<file path="src/rtl/cbg_pkg.sv">
package cbg_pkg;
  localparam int ADDR_W = 8;
  localparam int KEY_W  = 8;

  // Offsets decoded by software; kept fixed
  localparam logic [ADDR_W-1:0] OFS_BOOT_ADDR = 8'h00;
  localparam logic [ADDR_W-1:0] OFS_BOOT_CTX  = 8'h04;
  localparam logic [ADDR_W-1:0] OFS_KEY       = 8'h08;
  localparam logic [ADDR_W-1:0] OFS_NMI_ADDR  = 8'h10;
  localparam logic [ADDR_W-1:0] OFS_NMI_CTX   = 8'h14;

  // Release condition: key must match exactly, grant must be present
  function automatic logic key_releases(input logic [KEY_W-1:0] key,
                                        input logic [KEY_W-1:0] open_val,
                                        input logic             grant);
    return (key == open_val) && grant;
  endfunction
endpackage

</file>
<file path="src/rtl/cbg_key_ctrl.sv">
module cbg_key_ctrl
  import cbg_pkg::*;
#(
  parameter logic [KEY_W-1:0] KEY_RST  = 8'hC9,
  parameter logic [KEY_W-1:0] KEY_OPEN = 8'h36
) (
  input  logic             clk,
  input  logic             rst_n,
  input  logic             key_we,
  input  logic [KEY_W-1:0] key_wdata,
  input  logic             grant_ok,
  output logic [KEY_W-1:0] key_q,
  output logic             hold_o
);
  logic release_cond;
  logic key_open;

  always_ff @(posedge clk or negedge rst_n) begin
    if (!rst_n)      key_q <= KEY_RST;
    else if (key_we) key_q <= key_wdata;
  end

  assign key_open     = (key_q == KEY_OPEN);
  assign release_cond = key_releases(key_q, KEY_OPEN, grant_ok);

  always_ff @(posedge clk or negedge rst_n) begin
    if (!rst_n) hold_o <= 1'b1;
    else        hold_o <= !release_cond;
  end


  release_next_chk: assert property (@(posedge clk) disable iff (!rst_n)
    (key_open && grant_ok) |=> !hold_o);

  wrong_key_holds_chk: assert property (@(posedge clk) disable iff (!rst_n)
    !key_open |=> hold_o);

  no_grant_holds_chk: assert property (@(posedge clk) disable iff (!rst_n)
    !grant_ok |=> hold_o);
endmodule

</file>
<file path="src/rtl/cbg_boot_store.sv">
module cbg_boot_store #(
  parameter int DATA_W = 32,
  parameter int CTX_W  = 4
) (
  input  logic              clk,
  input  logic              rst_n,
  input  logic              vec_we,
  input  logic              ctx_we,
  input  logic [DATA_W-1:0] wdata,
  output logic [DATA_W-1:0] vec_q,
  output logic [CTX_W-1:0]  ctx_q
);
  always_ff @(posedge clk or negedge rst_n) begin
    if (!rst_n) begin
      vec_q <= '0;
      ctx_q <= '0;
    end else begin
      if (vec_we) vec_q <= wdata;
      if (ctx_we) ctx_q <= wdata[CTX_W-1:0];
    end
  end


  vec_store_chk: assert property (@(posedge clk) disable iff (!rst_n)
    vec_we |=> (vec_q == $past(wdata)));

  ctx_store_chk: assert property (@(posedge clk) disable iff (!rst_n)
    ctx_we |=> (ctx_q == $past(wdata[CTX_W-1:0])));

  hold_value_chk: assert property (@(posedge clk) disable iff (!rst_n)
    (!vec_we && !ctx_we) |=> ($stable(vec_q) && $stable(ctx_q)));
endmodule

</file>
<file path="src/rtl/core_boot_gate.sv">
module core_boot_gate
  import cbg_pkg::*;
#(
  parameter int                HAS_SEC_MOD = 1,
  parameter int                DATA_W      = 32,
  parameter int                CTX_W       = 4,
  parameter logic [KEY_W-1:0]  KEY_RST     = 8'hC9,
  parameter logic [KEY_W-1:0]  KEY_OPEN    = 8'h36
) (
  input  logic              clk,
  input  logic              sys_rst_n,
  input  logic              por_rst_n,
  input  logic              bus_wr_en,
  input  logic [ADDR_W-1:0] bus_addr,
  input  logic [DATA_W-1:0] bus_wdata,
  output logic [DATA_W-1:0] bus_rdata,
  input  logic              sec_grant_i,
  output logic              core_hold_o,
  output logic [DATA_W-1:0] boot_addr_o,
  output logic [CTX_W-1:0]  boot_ctx_o,
  output logic [DATA_W-1:0] nmi_addr_o,
  output logic [CTX_W-1:0]  nmi_ctx_o
);
  localparam int NSTORE = 2;

  logic             key_we;
  logic [KEY_W-1:0] key_q;
  logic             grant_ok;

  logic [NSTORE-1:0]             vec_we, ctx_we;
  logic [NSTORE-1:0][DATA_W-1:0] vec_q;
  logic [NSTORE-1:0][CTX_W-1:0]  ctx_q;

  // Write strobes
  assign key_we    = bus_wr_en && (bus_addr == OFS_KEY);
  assign vec_we[0] = bus_wr_en && (bus_addr == OFS_BOOT_ADDR);
  assign ctx_we[0] = bus_wr_en && (bus_addr == OFS_BOOT_CTX);
  assign vec_we[1] = bus_wr_en && (bus_addr == OFS_NMI_ADDR);
  assign ctx_we[1] = bus_wr_en && (bus_addr == OFS_NMI_CTX);

  generate
    if (HAS_SEC_MOD != 0) begin : g_sec
      assign grant_ok = sec_grant_i;
    end else begin : g_nosec
      logic unused_grant;
      assign unused_grant = sec_grant_i;
      assign grant_ok     = 1'b1;
    end
  endgenerate

  cbg_key_ctrl #(.KEY_RST(KEY_RST), .KEY_OPEN(KEY_OPEN)) u_key (
    .clk       (clk),
    .rst_n     (sys_rst_n),
    .key_we    (key_we),
    .key_wdata (bus_wdata[KEY_W-1:0]),
    .grant_ok  (grant_ok),
    .key_q     (key_q),
    .hold_o    (core_hold_o)
  );

  generate
    for (genvar i = 0; i < NSTORE; i++) begin : g_store
      cbg_boot_store #(.DATA_W(DATA_W), .CTX_W(CTX_W)) u_store (
        .clk    (clk),
        .rst_n  (por_rst_n),
        .vec_we (vec_we[i]),
        .ctx_we (ctx_we[i]),
        .wdata  (bus_wdata),
        .vec_q  (vec_q[i]),
        .ctx_q  (ctx_q[i])
      );
    end
  endgenerate

  assign boot_addr_o = vec_q[0];
  assign boot_ctx_o  = ctx_q[0];
  assign nmi_addr_o  = vec_q[1];
  assign nmi_ctx_o   = ctx_q[1];

  always_comb begin
    bus_rdata = '0;
    case (bus_addr)
      OFS_BOOT_ADDR: bus_rdata = vec_q[0];
      OFS_BOOT_CTX:  bus_rdata[CTX_W-1:0] = ctx_q[0];
      OFS_KEY:       bus_rdata[KEY_W-1:0] = key_q;
      OFS_NMI_ADDR:  bus_rdata = vec_q[1];
      OFS_NMI_CTX:   bus_rdata[CTX_W-1:0] = ctx_q[1];
      default:       bus_rdata = '0;
    endcase
  end


  sysrst_keeps_boot_chk: assert property (@(posedge clk) disable iff (!por_rst_n)
    (!bus_wr_en) |=> $stable(boot_addr_o));

  boot_out_stable_at_release_chk: assert property (@(posedge clk) disable iff (!por_rst_n || !sys_rst_n)
    $fell(core_hold_o) |-> ($stable(boot_addr_o) && $stable(boot_ctx_o)));
endmodule

</file>
<file path="config.mk">
export PLATFORM = sky130hd
export DESIGN_NAME = core_boot_gate
export DESIGN_NICKNAME = d
export VERILOG_FILES = /design/src/rtl/cbg_pkg.sv /design/src/rtl/cbg_key_ctrl.sv /design/src/rtl/cbg_boot_store.sv /design/src/rtl/core_boot_gate.sv
export SDC_FILE = /design/constraint.sdc
export NUM_CORES = 1
export LEC_CHECK = 0
export ABC_AREA = 0
export BUFFER_PORTS_ARGS = -buffer_cell sky130_fd_sc_hd__buf_2
export CAP_MARGIN = 0
export CORE_MARGIN = 5
export CORE_UTILIZATION = 46
export CTS_BUF_LIST = sky130_fd_sc_hd__clkbuf_2
export CTS_CLUSTER_SIZE = 24
export DETAILED_ROUTE_END_ITERATION = 8
export GPL_TIMING_DRIVEN = 0
export PLACE_DENSITY_LB_ADDON = 0.2
export SYNTH_ARGS = -nofsm -noshare
export SYNTH_HDL_FRONTEND = slang
export SYNTH_SLANG_ARGS = --single-unit
export TNS_END_PERCENT = 20
</file>
<file path="constraint.sdc">
create_clock -name clk -period 1.2 [get_ports clk]
set_clock_uncertainty 0.05 [all_clocks]
set_input_delay 0.12 -clock clk [delete_from_list [all_inputs] [get_ports clk]]
set_output_delay 0.12 -clock clk [all_outputs]
set_load 0.1 [all_outputs]
</file>
==> results of run 1 <==
critical path, delay by kind of cell:
kind | cells | cell delay [ps]
AND/OR/NAND/NOR | 2 | 1010
AO/OA/AOI/OAI | 1 | 240
buffers and inverters | 3 | 600
final cells by class:
| cell class | instances | area (um^2) | share of cell area |
|---|---|---|---|
| tap | 105 | 131 | 0.0166 |
| timing repair buffer | 234 | 3080 | 0.389 |
| multi-input combinational | 192 | 2230 | 0.282 |
| clock buffer | 11 | 55.1 | 0.00695 |
| clock inverter | 5 | 46.3 | 0.00585 |
| sequential | 81 | 2180 | 0.276 |
| buffer | 17 | 184 | 0.0232 |
metal layers:
layer,routed length (um),vias to the layer above,GRT usage,part of all wire
li1,-,1524,-,-
met3,1680,67,0.0677,0.090
met1,6470,1933,0.299,0.35
met4,825,0,0.0747,0.044
met2,9760,292,0.453,0.52
met5,0,-,0,0
what timing repair did:
action | CTS | global route
endpoints found under the hold margin | 162 | 1
pin swaps | 9 | 14
gates resized for setup | 320 | 158
endpoints found under the setup margin | 105 | 138
buffers inserted | 12 | 35
cloned | 0 | 0
hold buffers | 36 | 2
registers in the layout, summed over array words and instances (netlist names):
register	flops
g_store.u_store.vec_q	64
u_key.hold_o	1
u_key.key_q	8
g_store.u_store.ctx_q	8
stage by stage:
step           worst slack [ps]  setup TNS (ps)  hold WS (ps)
6_report                   -934          -38020          11.8
5_1_grt                    -888          -44510         -13.4
4_1_cts                    -734          -32220          2.40
3_5_place_dp               -850          -57810         -67.4
3_3_place_gp               -837         -100150         -69.8
2_1_floorplan             -1290          -31830          -226
power by group:
group	internal [mW]	switching (mW)
registers	2.91	0.200
logic	0.934	1.40
clock network	0.476	0.994
total	4.32	2.59
final timing paths:
check / cells past startpoint / slack [ps] / start / end
setup / recovery: 6 / -930 / bus_addr[2] / bus_rdata[1]
hold / removal: 2 / 10 / por_rst_n / g_store[1].u_store.vec_q[10]
setup reg to reg: 3 / 60 / u_key.key_q[6] / u_key.hold_o
hold reg to reg: 1 / 540 / u_key.key_q[5] / u_key.key_q[5]
max in group asynchronous: 3 / -40 / por_rst_n / g_store[0].u_store.vec_q[10]
min in group clk: 4 / 140 / bus_addr[5] / g_store[0].u_store.vec_q[18]
cell families (layout without fill, tap and decap cells):
| group | after synthesis | count (layout) | synth area share |
|---|---|---|---|
| multiplexers | 113 | 113 | 0.340 |
| flip-flops | 81 | 81 | 0.513 |
| AND/OR/NAND/NOR | 67 | 67 | 0.0944 |
| buffers and inverters | 17 | 267 | 0.0319 |
| AO/OA/AOI/OAI | 12 | 12 | 0.0208 |
layout by cell type, fill, tap and decap left out, types with 3 or more instances in the layout:
master	netlist	final
nand4_1	5	5
or2_4	0	4
dfrtp_4	0	37
buf_8	0	6
buf_6	7	52
mux2i_4	0	14
buf_2	5	45
dfrtp_2	0	10
buf_4	1	15
clkinv_1	0	3
dlygate4sd3_1	0	38
dfstp_2	5	5
dfrtp_1	76	29
nor2b_1	3	3
mux2i_1	30	15
nand2_1	13	11
nor2_4	0	14
nor2_2	0	10
mux2_2	52	51
mux2_4	30	31
clkbuf_2	0	12
a21oi_4	0	4
buf_12	0	91
==> flow_metrics.py, run 1 <==
metrics = {
    "timing": {
        "slew_violations": 0,
        "max_freq_ghz": 0.469,
        "fin_crit_ps": 2130,
        "fin_crit_sh": 1.78,
        "setup_ws_ps": -934,
        "worst_pin_slew_ps": 929,
        "setup_viol": 160,
        "max_slew_margin": 0.375,
        "rsz0062_at_grt": "yes",
        "hold_viol": 0,
    },
    "logic_synthesis": {
        "synthArstFlopShare": 1.00,
        "yosysMostFrequentCell": "dfrtp_1",
        "synth_edf_count": 0,
        "yosysUniqueCellTypes": 35,
        "yosysTopAreaCell": "dfrtp_1",
        "avgSynthCellArea_um2": 13.7,
        "synthCells": 290,
        "ys_top_cells_by_count": "dfrtp_1, mux2_2, mux2_4, mux2i_1, nor2_1",
        "ys.flop_type": "dfrtp_1",
        "seq_area_frac_synth": 0.513,
        "synth-seq-cells": 81,
        "yosys_warnings": 0,
        "syn-cell-area_um2": 3960,
        "synth_top_area_share": 0.480,
        "synthTopCellsByArea": "dfrtp_1, mux2_2, mux2_4",
        "syn_nets": 335,
    },
    "floorplanning": {
        "io-pin-count": 150,
        "num_rows": 33,
        "die_y_um": 103,
        "initial_core_util": 0.478,
        "core_area_um2": 8300,
        "die_x_um": 103,
        "die_area_um2": 10600,
    },
    "routing": {
        "firstDrtPassIters": 5,
        "drtAntennaViolNets": 0,
        "via_count": 3816,
        "vias_per_cell": 5.92,
        "wl_per_cell_um": 29.1,
        "first_iter_violations": 237,
        "totalWireLength_um": 18700,
        "drcViolationCount": 0,
    },
    "layout": {
        "drive_gt1_frac": 0.778,
        "syn_to_final_growth_pct": 99.7,
        "final_cell_area_um2": 7920,
        "antenna_cells": 0,
        "fin_util": 0.954,
        "fillers": 161,
        "nets": 580,
        "instances_no_fill": 645,
    },
    "power_and_ir_drop": {
        "cellLeakagePower_nw": 3.46,
        "peakVddDrop_uv": 681,
        "power.total_mw": 6.91,
        "power_density_nw_per_um2": 873,
    },
    "worst_setup_path": {
        "crit_slowest_cell": "nor4_1",
        "critical_path.max_stage_delay_ps": 790,
        "crit_arrival_ps": 1960,
        "worstSetupPathType": "input port to output pin",
        "end_kind": "output pin",
        "critPathRequiredTime_ps": 1030,
        "cp-start-kind": "input port",
        "cp_max_fo": 10,
        "path_cells": "buf_2 > buf_12 > nor4_1 > nand2_1 > o221ai_4 > buf_4",
    },
    "run_status": {
        "violations": "negative setup slack",
        "status": "complete, but fails checks",
    },
    "global_route": {
        "grt_usage": 0.253,
        "grt_pass1_vias": 3721,
        "grt_pass1_wl_um": 20300,
        "grt.overflow.total": 0,
        "antenna_found_initial": 0,
        "grt_max_degree": 38,
    },
    "clock_network": {
        "cts_buffers": 9,
        "cts.sinks": 81,
        "cts_max_level": 3,
        "cts-root-buf": "clkbuf_2",
        "clkLatencyLatePin_ps": 520,
        "clkTransAtPathRegs_ps": 240,
        "cts_tree": "built",
        "clock_path_buffers": 2,
    },
    "place": {
        "gp_congestion": 0.792,
        "placed_area_um2": 5280,
        "placed_cells": 544,
        "hpwl_um": 7850,
        "io_buffers": 148,
    },
    "hold_path": {
        "hold_path_class": "input port to async pin",
    },
    "run": {
        "maxCapViolCount": 0,
    },
}
(Power assumes the default switching activity.)
==> run 2, diff against run 1 <==
- clock period: 1.2 -> 1.75 ns (I/O delays scaled with it)
==> run 2 against run 1 <==
Effect of this change: the run still ends with negative setup slack left; clock power fell by 35%; routed wire length fell by 43%; worst setup slack gained 720 ps; core utilization fell by 25 points; critical path depth is 2 lower; critical path type is now flip-flop to output pin; critical endpoint is now bus_rdata[6].
==> flow_metrics.py, run 2 (synthesis results as in run 1) <==
metrics = {
    "run_status": {
        "status": "complete, but fails checks",
        "violations": "negative setup slack",
    },
    "worst_setup_path": {
        "path_buf_inv": 1,
        "r2r_end": "u_key.hold_o",
        "r2r_slack_ps": 680,
        "crit_slowest_cell": "dfstp_2",
        "reg2reg_from": "u_key.key_q[6]",
        "critical_path.max_stage_delay_ps": 590,
        "end_kind": "output pin",
        "crit_arrival_ps": 1740,
        "path_cells": "mux2i_1 > or2_4 > a21oi_4 > buf_12",
        "worstSetupPathType": "flip-flop to output pin",
        "cp_max_fo": 2,
        "crit_family": "flip-flops",
        "worstRegToRegCells": 3,
        "critPathRequiredTime_ps": 1520,
        "cp-start-kind": "flip-flop",
    },
    "power_and_ir_drop": {
        "peakVddDrop_uv": 426,
        "power.total_mw": 4.11,
        "cellLeakagePower_nw": 3.04,
        "power_density_nw_per_um2": 705,
    },
    "routing": {
        "firstDrtPassIters": 4,
        "via_count": 3112,
        "drtAntennaViolNets": 0,
        "route.met3.wl_um": 730,
        "wl_per_cell_um": 17.8,
        "totalWireLength_um": 10700,
        "top_layer": "met4",
        "wl_met1_um": 4460,
        "dr_wl_met2_um": 5340,
        "first_iter_violations": 39,
        "vias_per_cell": 5.19,
        "drcViolationCount": 0,
    },
    "layout": {
        "final_common_cell": "buf_2",
        "final_cell_mix": "buf_2, dfrtp_1, mux2_2",
        "top_regs": "g_store.u_store.vec_q (64), g_store.u_store.ctx_q (8), u_key.key_q (8)",
        "top_register": "g_store.u_store.vec_q",
        "fillers": 605,
        "drive_gt1_frac": 0.659,
        "largest_register_ffs": 64,
        "nets": 535,
        "regArea_um2": 2060,
        "multi_input_area_um2": 1950,
        "antenna_cells": 0,
        "syn_to_final_growth_pct": 47.1,
    },
    "timing": {
        "slew_violations": 0,
        "hold_viol": 0,
        "max_freq_ghz": 0.510,
        "setup_ws_ps": -211,
        "worst_pin_slew_ps": 505,
        "fin_crit_ps": 1960,
        "fin_crit_sh": 1.12,
        "hold_ws_ps": 84.2,
        "max_slew_margin": 0.666,
        "setup_viol": 8,
        "rsz0062_at_grt": "yes",
    },
    "floorplanning": {
        "die_area_um2": 10600,
        "initial_core_util": 0.478,
        "core_area_um2": 8300,
        "die_x_um": 103,
        "num_rows": 33,
        "io-pin-count": 150,
        "die_y_um": 103,
    },
    "global_route": {
        "grt_max_degree": 39,
        "grt.overflow.total": 0,
        "grt_pass1_vias": 3279,
        "antenna_found_initial": 0,
        "grt_usage": 0.206,
        "grt_pass1_wl_um": 16900,
    },
    "clock_network": {
        "cts_max_level": 3,
        "cts-root-buf": "clkbuf_2",
        "clkLatencyLatePin_ps": 500,
        "clkTransAtPathRegs_ps": 210,
        "clock_path_buffers": 2,
        "cts_buffers": 9,
        "cts.sinks": 81,
        "cts_tree": "built",
    },
    "place": {
        "gp_congestion": 0.780,
        "io_buffers": 148,
        "hpwl_um": 7420,
    },
    "hold_path": {
        "hold_path_class": "input port to async pin",
    },
    "run": {
        "maxCapViolCount": 0,
    },
}
[run 2: cell types whose count changed in the layout (fill, tap and decap cells not counted), moves of 4 or more]
| cell | before | now |
|---|---|---|
| mux2i_4 | 14 | 0 |
| dfrtp_2 | 10 | 6 |
| dfrtp_1 | 29 | 64 |
| mux2i_1 | 15 | 30 |
| nor2_4 | 14 | 0 |
| buf_12 | 91 | 9 |
| buf_6 | 52 | 21 |
| buf_2 | 45 | 119 |
| nor2_2 | 10 | 24 |
| dfrtp_4 | 37 | 6 |
[run 2: repair_timing]
action,4_1_cts,5_1_grt
buffers inserted,2,2
hold buffers,36,0
setup endpoints to repair,33,31
pin swaps,7,2
resized for setup,74,19
endpoints found under the hold margin,162,0
cloned,0,0
[run 2: power breakdown]
| part | internal [mW] | switching (mW) |
|---|---|---|
| clock network | 0.325 | 0.631 |
| logic | 0.293 | 0.821 |
| registers | 1.97 | 0.0709 |
[run 2: layer usage]
metal / global-route usage / vias to the layer above
met4: 0.0657 / 0
li1: - / 1439
met2: 0.349 / 107
met1: 0.265 / 1550
met3: 0.0460 / 16
met5: 0 / -
[run 2: cell type report]
cell class	instances	share of cell area
timing repair buffer	189	0.244
sequential	81	0.354
tap	105	0.0225
clock buffer	10	0.00859
buffer	17	0.0251
multi-input combinational	192	0.335
clock inverter	6	0.0101
[run 2: worst max path at each step]
stage / start / endpoint / slack, ps / depth (start not counted)
CTS: u_key.key_q[6] / bus_rdata[6] / -240 / 4
finish: u_key.key_q[6] / bus_rdata[6] / -210 / 4
floorplan: g_store[0].u_store.ctx_q[0] / bus_rdata[0] / -790 / 3
detailed placement: bus_addr[2] / bus_rdata[27] / -580 / 7
global placement: bus_addr[2] / bus_rdata[15] / -560 / 7
global route: u_key.key_q[6] / bus_rdata[6] / -330 / 4
[run 2: metrics by stage]
step,worst slack (ps),instances,cell area [um^2],TNS [ps],utilization
detailed placement,-579,544,5030,-13880,0.606
CTS,-241,598,5750,-1330,0.692
finish,-211,600,5830,-972,0.702
floorplan,-791,290,4130,-13630,-
global route,-327,600,5830,-2210,0.702
global placement,-558,543,5000,-15860,0.603
